$ cat src/rtl/nic_cmd_pkg.sv
package nic_cmd_pkg;

    localparam int OP_W   = 5;
    localparam int ARG_W  = 11;
    localparam int WORD_W = OP_W + ARG_W;
    localparam int WIN_W  = 3;
    localparam int FILT_W = 4;
    localparam int SRC_HI = 7;
    localparam int BUSY_BIT = 12;

    typedef enum logic [OP_W-1:0] {
        OP_WINDOW  = 5'd1,
        OP_RX_DIS  = 5'd3,
        OP_RX_EN   = 5'd4,
        OP_RX_RST  = 5'd5,
        OP_TX_EN   = 5'd9,
        OP_TX_DIS  = 5'd10,
        OP_TX_RST  = 5'd11,
        OP_REQ_IRQ = 5'd12,
        OP_ACK     = 5'd13,
        OP_INT_EN  = 5'd14,
        OP_IND_EN  = 5'd15,
        OP_FILTER  = 5'd16
    } cmd_op_e;

    typedef enum logic [1:0] {
        BZ_IDLE,
        BZ_RX_RST,
        BZ_TX_RST
    } busy_state_e;

    typedef struct packed {
        logic sel_win;
        logic rx_dis;
        logic rx_en;
        logic rx_rst;
        logic tx_en;
        logic tx_dis;
        logic tx_rst;
        logic req_irq;
        logic ack;
        logic int_ld;
        logic ind_ld;
        logic filt_ld;
    } cmd_strb_t;

endpackage

$ cat src/rtl/nic_cmd_decode.sv
module nic_cmd_decode
    import nic_cmd_pkg::*;
(
    input  logic              wr_en,
    input  logic [WORD_W-1:0] wdata,
    output cmd_strb_t         strb,
    output logic [7:0]        arg_lo
);

    logic [OP_W-1:0] op;
    logic            arg_hi_unused;

    assign op            = wdata[WORD_W-1:ARG_W];
    assign arg_lo        = wdata[7:0];
    assign arg_hi_unused = ^wdata[ARG_W-1:8];

    always_comb begin
        strb = '0;
        if (wr_en) begin
            case (op)
                OP_WINDOW:  strb.sel_win = 1'b1;
                OP_RX_DIS:  strb.rx_dis  = 1'b1;
                OP_RX_EN:   strb.rx_en   = 1'b1;
                OP_RX_RST:  strb.rx_rst  = 1'b1;
                OP_TX_EN:   strb.tx_en   = 1'b1;
                OP_TX_DIS:  strb.tx_dis  = 1'b1;
                OP_TX_RST:  strb.tx_rst  = 1'b1;
                OP_REQ_IRQ: strb.req_irq = 1'b1;
                OP_ACK:     strb.ack     = 1'b1;
                OP_INT_EN:  strb.int_ld  = 1'b1;
                OP_IND_EN:  strb.ind_ld  = 1'b1;
                OP_FILTER:  strb.filt_ld = 1'b1;
                default:    strb         = '0;
            endcase
        end
    end

endmodule

$ cat src/rtl/nic_irq_latch.sv
module nic_irq_latch
    import nic_cmd_pkg::*;
(
    input  logic              clk,
    input  logic              rst_n,
    input  logic [SRC_HI:1]   ev_set,
    input  logic              ack,
    input  logic [SRC_HI:0]   ack_mask,
    input  logic              int_ld,
    input  logic              ind_ld,
    input  logic [SRC_HI:1]   mask_val,
    output logic              latch_o,
    output logic [SRC_HI:1]   view_o,
    output logic              irq_o
);

    logic [SRC_HI:1] src_q, src_d;
    logic [SRC_HI:1] int_en_q, ind_en_q;
    logic            latch_q, latch_d;

    for (genvar k = 1; k <= SRC_HI; k++) begin : g_src
        assign src_d[k] = ev_set[k]                ? 1'b1 :
                          (ack && ack_mask[k])     ? 1'b0 : src_q[k];
    end

    assign latch_d = (|ev_set)                 ? 1'b1 :
                     (ack && ack_mask[0])      ? 1'b0 : latch_q;

    always_ff @(posedge clk) begin
        if (!rst_n) begin
            src_q    <= '0;
            latch_q  <= 1'b0;
            int_en_q <= '0;
            ind_en_q <= '0;
        end else begin
            src_q   <= src_d;
            latch_q <= latch_d;
            if (int_ld) int_en_q <= mask_val;
            if (ind_ld) ind_en_q <= mask_val;
        end
    end

    assign latch_o = latch_q;
    assign view_o  = src_q & ind_en_q;
    assign irq_o   = latch_q & (|(src_q & int_en_q));

    for (genvar k = 1; k <= SRC_HI; k++) begin : g_chk
        AST_EVENT_SETS_BIT: assert property (@(posedge clk) disable iff (!rst_n)
            ev_set[k] |=> (src_q[k] && latch_q));
        AST_ACK_CLEARS_BIT: assert property (@(posedge clk) disable iff (!rst_n)
            (ack && ack_mask[k] && !ev_set[k]) |=> !src_q[k]);
    end

    AST_IRQ_DROPS_ON_ACK: assert property (@(posedge clk) disable iff (!rst_n)
        (ack && ack_mask[0] && !(|ev_set)) |=> !irq_o);

endmodule

$ cat src/rtl/nic_busy_fsm.sv
module nic_busy_fsm
    import nic_cmd_pkg::*;
#(
    parameter int RST_CYCLES = 8
) (
    input  logic clk,
    input  logic rst_n,
    input  logic rx_rst_req,
    input  logic tx_rst_req,
    output logic rx_rst_go,
    output logic tx_rst_go,
    output logic busy_o
);

    localparam int CNT_W = $clog2(RST_CYCLES + 1);
    localparam logic [CNT_W-1:0] CNT_LOAD = CNT_W'(RST_CYCLES - 1);

    busy_state_e      state_q, state_d;
    logic [CNT_W-1:0] cnt_q;

    always_comb begin
        state_d = state_q;
        unique case (state_q)
            BZ_IDLE: begin
                if (rx_rst_req)      state_d = BZ_RX_RST;
                else if (tx_rst_req) state_d = BZ_TX_RST;
            end
            BZ_RX_RST: if (cnt_q == '0) state_d = BZ_IDLE;
            BZ_TX_RST: if (cnt_q == '0) state_d = BZ_IDLE;
            default:   state_d = BZ_IDLE;
        endcase
    end

    always_ff @(posedge clk) begin
        if (!rst_n) begin
            state_q <= BZ_IDLE;
            cnt_q   <= '0;
        end else begin
            state_q <= state_d;
            if (state_q == BZ_IDLE) cnt_q <= CNT_LOAD;
            else if (cnt_q != '0)   cnt_q <= cnt_q - 1'b1;
        end
    end

    always_comb begin
        busy_o    = 1'b0;
        rx_rst_go = 1'b0;
        tx_rst_go = 1'b0;
        unique case (state_q)
            BZ_IDLE: begin
                rx_rst_go = rx_rst_req;
                tx_rst_go = tx_rst_req && !rx_rst_req;
            end
            BZ_RX_RST: busy_o = 1'b1;
            BZ_TX_RST: busy_o = 1'b1;
            default:   busy_o = 1'b0;
        endcase
    end

    logic [CNT_W:0] run_q;
    always_ff @(posedge clk) begin
        if (!rst_n)      run_q <= '0;
        else if (busy_o) run_q <= run_q + 1'b1;
        else             run_q <= '0;
    end

    AST_BUSY_AFTER_RESET_CMD: assert property (@(posedge clk) disable iff (!rst_n)
        (rx_rst_go || tx_rst_go) |=> busy_o);
    AST_BUSY_SPAN_LIMIT: assert property (@(posedge clk) disable iff (!rst_n)
        run_q <= (CNT_W+1)'(RST_CYCLES));
    AST_RESET_STATE_HELD: assert property (@(posedge clk) disable iff (!rst_n)
        (busy_o && cnt_q != '0) |=> $stable(state_q));

endmodule

$ cat src/rtl/nic_cmd_status_port.sv
module nic_cmd_status_port
    import nic_cmd_pkg::*;
#(
    parameter int RST_CYCLES = 8
) (
    input  logic        clk,
    input  logic        rst_n,
    input  logic        cmd_wr,
    input  logic [15:0] cmd_wdata,
    input  logic        ev_fail,
    input  logic        ev_tx_done,
    input  logic        ev_tx_room,
    input  logic        ev_rx_done,
    input  logic        ev_rx_early,
    input  logic        ev_stats,
    output logic [15:0] status_o,
    output logic        irq_o,
    output logic        busy_o,
    output logic [2:0]  window_o,
    output logic [3:0]  rx_filter_o,
    output logic        rx_disable_o,
    output logic        rx_enable_o,
    output logic        rx_reset_o,
    output logic        tx_enable_o,
    output logic        tx_disable_o,
    output logic        tx_reset_o
);

    cmd_strb_t        strb;
    logic [7:0]       arg_lo;
    logic [SRC_HI:1]  ev_set;
    logic [SRC_HI:1]  view;
    logic             latch;
    logic             rx_go, tx_go, busy;
    logic [WIN_W-1:0] win_q;
    logic [FILT_W-1:0] filt_q;
    logic [5:0]       pulse_q;

    nic_cmd_decode i_decode (
        .wr_en  (cmd_wr),
        .wdata  (cmd_wdata),
        .strb   (strb),
        .arg_lo (arg_lo)
    );

    assign ev_set = {ev_stats, strb.req_irq, ev_rx_early, ev_rx_done,
                     ev_tx_room, ev_tx_done, ev_fail};

    nic_irq_latch i_irq (
        .clk      (clk),
        .rst_n    (rst_n),
        .ev_set   (ev_set),
        .ack      (strb.ack),
        .ack_mask (arg_lo),
        .int_ld   (strb.int_ld),
        .ind_ld   (strb.ind_ld),
        .mask_val (arg_lo[SRC_HI:1]),
        .latch_o  (latch),
        .view_o   (view),
        .irq_o    (irq_o)
    );

    nic_busy_fsm #(.RST_CYCLES(RST_CYCLES)) i_busy (
        .clk        (clk),
        .rst_n      (rst_n),
        .rx_rst_req (strb.rx_rst),
        .tx_rst_req (strb.tx_rst),
        .rx_rst_go  (rx_go),
        .tx_rst_go  (tx_go),
        .busy_o     (busy)
    );

    always_ff @(posedge clk) begin
        if (!rst_n) begin
            win_q   <= '0;
            filt_q  <= '0;
            pulse_q <= '0;
        end else begin
            if (strb.sel_win) win_q  <= arg_lo[WIN_W-1:0];
            if (strb.filt_ld) filt_q <= arg_lo[FILT_W-1:0];
            pulse_q <= {tx_go, strb.tx_dis, strb.tx_en,
                        rx_go, strb.rx_en, strb.rx_dis};
        end
    end

    always_comb begin
        status_o                    = '0;
        status_o[0]                 = latch;
        status_o[SRC_HI:1]          = view;
        status_o[BUSY_BIT]          = busy;
        status_o[15:15-WIN_W+1]     = win_q;
    end

    assign busy_o       = busy;
    assign window_o     = win_q;
    assign rx_filter_o  = filt_q;
    assign rx_disable_o = pulse_q[0];
    assign rx_enable_o  = pulse_q[1];
    assign rx_reset_o   = pulse_q[2];
    assign tx_enable_o  = pulse_q[3];
    assign tx_disable_o = pulse_q[4];
    assign tx_reset_o   = pulse_q[5];

    AST_WINDOW_LOADS: assert property (@(posedge clk) disable iff (!rst_n)
        strb.sel_win |=> (window_o == $past(cmd_wdata[2:0])));
    AST_FILTER_HOLDS: assert property (@(posedge clk) disable iff (!rst_n)
        !strb.filt_ld |=> $stable(rx_filter_o));
    AST_RESET_PULSE_SINGLE: assert property (@(posedge clk) disable iff (!rst_n)
        (rx_reset_o || tx_reset_o) |=> !(rx_reset_o || tx_reset_o));
    AST_PULSES_ONEHOT: assert property (@(posedge clk) disable iff (!rst_n)
        $onehot0(pulse_q));

endmodule

$ cat config.mk
export PLATFORM = sky130hd
export DESIGN_NAME = nic_cmd_status_port
export DESIGN_NICKNAME = d
export VERILOG_FILES = /design/src/rtl/nic_cmd_pkg.sv /design/src/rtl/nic_cmd_decode.sv /design/src/rtl/nic_irq_latch.sv /design/src/rtl/nic_busy_fsm.sv /design/src/rtl/nic_cmd_status_port.sv
export SDC_FILE = /design/constraint.sdc
export NUM_CORES = 1
export LEC_CHECK = 0
export BUFFER_PORTS_ARGS = -buffer_cell sky130_fd_sc_hd__buf_4
export CAP_MARGIN = 20
export CORE_MARGIN = 2
export CORE_UTILIZATION = 46
export DETAILED_ROUTE_END_ITERATION = 10
export PLACE_DENSITY_LB_ADDON = 0.15
export SKIP_CTS_REPAIR_TIMING = 1
export SLEW_MARGIN = 20
export SYNTH_ARGS = -nofsm -noshare
export SYNTH_HDL_FRONTEND = slang
export SYNTH_HIERARCHICAL = 1
export SYNTH_SLANG_ARGS = --single-unit
$ cat constraint.sdc
create_clock -name clk -period 1.56 [get_ports clk]
set_input_delay 0.156 -clock clk [delete_from_list [all_inputs] [get_ports clk]]
set_output_delay 0.156 -clock clk [all_outputs]
set_load 0.03 [all_outputs]
Yosys cells after proc, flatten, opt, wreduce, memory -nomap -nowiden
Index checks and enable logic that the tools add are counted.
Storage, ports and cells
  register bits: 41
  input bits: 25
Operators by class
  $add $sub $neg: 1
  equality and inequality tests: 16
  mux-type cells: 36
  bitwise gates (word level): 4
  reductions and logical operators: 29
Operators by type and width (number)
  $eq A5 B4 Y1 const B: 7
  $mux W1: 29
  $reduce_bool A2 Y1: 9
  $and A7 B7 Y7: 2
  $reduce_or A7 Y1: 2
  $mux W12: 1
  $eq A5 B3 Y1 const B: 2
  $logic_and A1 B1 Y1: 9
  $mux W2: 3
  $mux W3: 2
  $reduce_and A2 Y1: 3
  $eq A5 B1 Y1 const B: 1
  $eq A5 B2 Y1 const B: 1
  $eq A5 B5 Y1 const B: 1
  $logic_not A4 Y1: 1
  $pmux W2 S2: 1
  $reduce_bool A4 Y1: 1
  $reduce_or A2 Y1: 2
  $sub A4 B1 Y4 const B: 1
  $ne A3 B3 Y1 const B: 1
  $eq A2 B1 Y1 const B: 1
  $eq A2 B2 Y1 const B: 1
  $logic_not A2 Y1: 1
  $ne A2 B1 Y1 const B: 1
  3 further kinds: 3

Logic depth before layout (Yosys ltp)
  depth after elaboration: 6
  mapped depth: 6
  depth with buffers taken out: 5

Hierarchy
The synthesis kept the hierarchy.
Modules (own cells, without submodules)
  nic_irq_latch: times used 1, cells each 84, area an instance 899.6 µm²
  nic_cmd_status_port: times used 1, cells each 45, area an instance 495.5 µm²
  nic_busy_fsm: times used 1, cells each 38, area an instance 345.3 µm²
  nic_cmd_decode: times used 1, cells each 28, area an instance 187.7 µm²

Least setup slack after synthesis
No wires, ideal clock.
  path type: register to register
  start point: register i_busy.cnt_q[0]
  end point: register i_busy.state_q[1]
  library setup time: 0.119 ns
  data arrival time: 1.394 ns
  setup slack: 0.047 ns
  stages on the path, launching flop included: 7
  path through: dfxtp_1 > inv_1 > ha_1 > or3b_1 > clkbuf_2 > and2_4 > o221a_1
Between the ends
  word-level cells in the longest chain between the ends: 3
Ends and longest elaborated chain
  from (decl): line nic_busy_fsm.sv:19  | logic [CNT_W-1:0] cnt_q;
  from (signal assigned): line nic_busy_fsm.sv:41  | else if (cnt_q != '0) cnt_q <= cnt_q - 1'b1;
  $logic_not A4 Y1: line nic_busy_fsm.sv:28, nic_busy_fsm.sv:29
  $ne A2 B1 Y1 (no line)
  $reduce_and A2 Y1 (no line)
  to (signal assigned): line nic_busy_fsm.sv:39  | state_q <= state_d;
  to (decl): line nic_busy_fsm.sv:18  | busy_state_e state_q, state_d;
No other way between the ends.
A chain may end at the register's enable or synchronous reset.

Worst setup path after layout
  start point: register i_busy.cnt_q[1]
  end point: register i_busy.state_q[1]
Same word-level chain as after synthesis.

==> results.md <==
* Worst Skew at around 0.0029 ns
* Count of cell types in the netlist at 36
* Gr ovfl total at 0
* CTS tree: yes
* Avg Cell Area, Syn at a little under 10 sq um
* Synth warn at 6
* Vias post-DR at about 1.4k
* N_diodes at 0
* DR iter-0 viols at 78
* Commonest non-fill, non-tap cell in the layout: buf_4
* Total CTS buffers at 5
* Mapped cell area at roughly 1900 sq um
* RD Place Congestion at 0.850
* Commonest cells after routing, fill and taps aside: buf_4 (54), dfxtp_1 (41), nor2b_1 (23), mux2i_1 (22), and2_1 (15)
* Vias in the first global route at about 1.4k
* Crit-path max FO at 6
* Setup TNS at 0 ns
* Internal power at roughly 1.5 mW
* Initial Utilization at between 40% and 50%
* Seq cells post-synth at just over 40
* Area of the die at 4730 sq um
* Clk slew on worst S/H paths at around 0.07 ns
* Post-route DRC at 0
* Clk pwr share at about a third
* Layout cells sized above 1 at between 20% and 30%
* Layout Nets at about 260
* TritonRoute pass-1 iters at 4
* WL/cell at 13.9 um
* # setup viols final at 0
* Min cycle time layout at around 1.5 ns
* Width of the die at between 60 and 70 um
* Cell Pwr Density at roughly 840 nW/um^2
* P&R area growth vs syn at 21.0%
* Worst EP arrival at between 1.5 and 2 ns
* Sw Pwr at 0.446 mW
* Placed cell areas at about 2200 sq um
* Vias/cell at between 5 and 6
* First-pass GRT wire length at between 6 and 7 mm
* Status: completed
* Top cells by area, synth: dfxtp_1 (43%), mux2i_1 (11%), nor2b_1 (7.5%), buf_4 (7.0%), and2_1 (4.9%)
* Top-level I/O count at 56
* Post-synthesis cell count at 195
* Rows at 23
* DP HPWL at between 3 and 4 mm
* Port Buf Inserts at between 40 and 50
* Worst-Skew Late Latency at roughly 0.28 ns
* Max-Cap Viols at 0
* Synth top area share at between 40 and 50%
* Total GRT Usage at between 10% and 20%
* CP required at roughly 1.7 ns
* Flop pwr share at between 50% and 60%
* Worst Setup SP: i_busy/cnt_q[1]
* Clock Path Buffers at 2
* Sw frac at between 20% and 30%
* Clock Root Buffer: clkbuf_8
* Crit. End Element: flip-flop
* Final Hold Violating Endpoints at 0
* VDD IR max at approximately 0.00055 V
* Area leader, netlist: dfxtp_1
* Combinational Power Share at about 10%
* HP Class: input pin to flip-flop
* FF-to-FF Start: i_busy/cnt_q[1]
* Largest net degree at the start of global routing at 43
* Crit path launch type: flip-flop
* Htree depth at 2
* Initial antenna violation count at 0
* Max Slew Vio Count at 0
* F_max at 0.660 GHz
* Final Cycle Share at just under 100%
* Lkg Pwr at ~0.94 nW
* Post-Layout Inst Area at 2330 sq um
* Sequential area share after synthesis at between 40% and 50%
* Core ar. at 4030 sq um
* Setup CP Type: flip-flop to flip-flop
* Final WL at between 3 and 4 mm
* Hold Crit Start: ev_tx_room
* Die Span Y at roughly 69 um
* Remaining antenna violation count at 0
* Clk sinks at 41
* RSZ-0062 raised after global routing: false
[kinds of logic after synthesis]
group,count (synthesis),share of synthesized area [%]
AOI/OAI and AO/OA,29,11.4
xor gates and xnor gates,2,0.909
adders and majority gates,3,1.95
buffers and inverters,31,9.80
DFF,41,42.6
muxes,22,11.4
other,1,0.194
and+or+nand+nor,66,21.7
[flip-flops by register name, indices dropped and copies added (netlist names)]
register        count
i_busy/state_q      2
i_irq/src_q         7
i_irq/ind_en_q      7
i_busy/cnt_q        4
rx_filter_o         4
i_irq/int_en_q      7
window_o            3
i_irq/latch_o       1
pulse_q             6
[synth_stat cells]
library cell,count
a211o_2,1
a21boi_0,10
a21oi_1,2
a222oi_1,1
a22oi_1,2
a31oi_1,1
and2_1,15
and2_4,1
and3_1,1
and4b_1,1
buf_2,2
buf_4,18
clkbuf_1,2
clkbuf_2,2
conb_1,1
dfxtp_1,41
ha_1,3
inv_1,7
mux2i_1,22
nand2_1,3
nand2b_1,3
nand4b_2,1
nand4bb_1,2
nor2_1,7
nor2b_1,23
nor3_1,3
nor4_1,2
nor4_2,1
o21a_1,9
o221a_1,1
o22ai_1,1
o31a_1,1
or3_1,1
or3b_1,1
or4_1,1
xnor2_1,2
[worst paths after layout]
| kind | cells past startpoint | to | slack (ns) |
|---|---|---|---|
| worst max-delay path | 5 | i_busy/state_q[1] | 0.05 |
| worst min-delay path | 2 | i_irq/src_q[3] | 0.09 |
| worst max register to register | 5 | i_busy/state_q[1] | 0.05 |
| worst min register to register | 2 | i_busy/state_q[0] | 0.47 |
[final cells by class]
type	count	area, sq um
well taps	50	62.6
repair buffers	54	405
flip-flops and latches	41	821
clock buffers	7	86.3
inverters	7	26.3
fillers	348	1700
multi-input cells	126	932
[power groups by stage]
stage               Combinational (mW)  Sequential, mW  Clock [mW]
CTS                              0.201            1.08       0.709
finish                           0.202            1.09       0.675
floorplan                        0.136            1.11           0
detailed placement               0.201            1.11           0
global route                     0.220            1.09       0.753
global placement                 0.192            1.11           0
[metal layers]
layer	GRT usage (%)	up-vias	share of wire, %
met1	22.5	678	45
li1	-	718	-
met5	0	-	0
met2	28.2	40	48
met3	5.36	6	5.8
met4	6.86	0	1.2
[worst max-delay path, cell delays in order, from the launching register on]
cell     delay (ns)
dfxtp_1        0.33
inv_2          0.07
ha_1           0.16
or3b_4         0.43
and2_4         0.18
o221a_1        0.24
[stage by stage]
| step | hold WS, ns | utilization, % | std cells | setup slack [ns] | total power [mW] |
|---|---|---|---|---|---|
| 3_3_place_gp | 0.376 | 55.7 | 278 | 0.0624 | 1.30 |
| 4_1_cts | 0.0766 | 57.9 | 285 | -0.0624 | 1.99 |
| 5_1_grt | 0.0783 | 57.9 | 285 | 0.0148 | 2.06 |
| 6_report | 0.0872 | 57.9 | 285 | 0.0452 | 1.96 |
| 3_5_place_dp | 0.383 | 55.7 | 278 | -0.0534 | 1.31 |
| 2_1_floorplan | 0.273 | - | 198 | 0.0473 | 1.24 |
No activity file was read; power rests on OpenSTA's default activity.
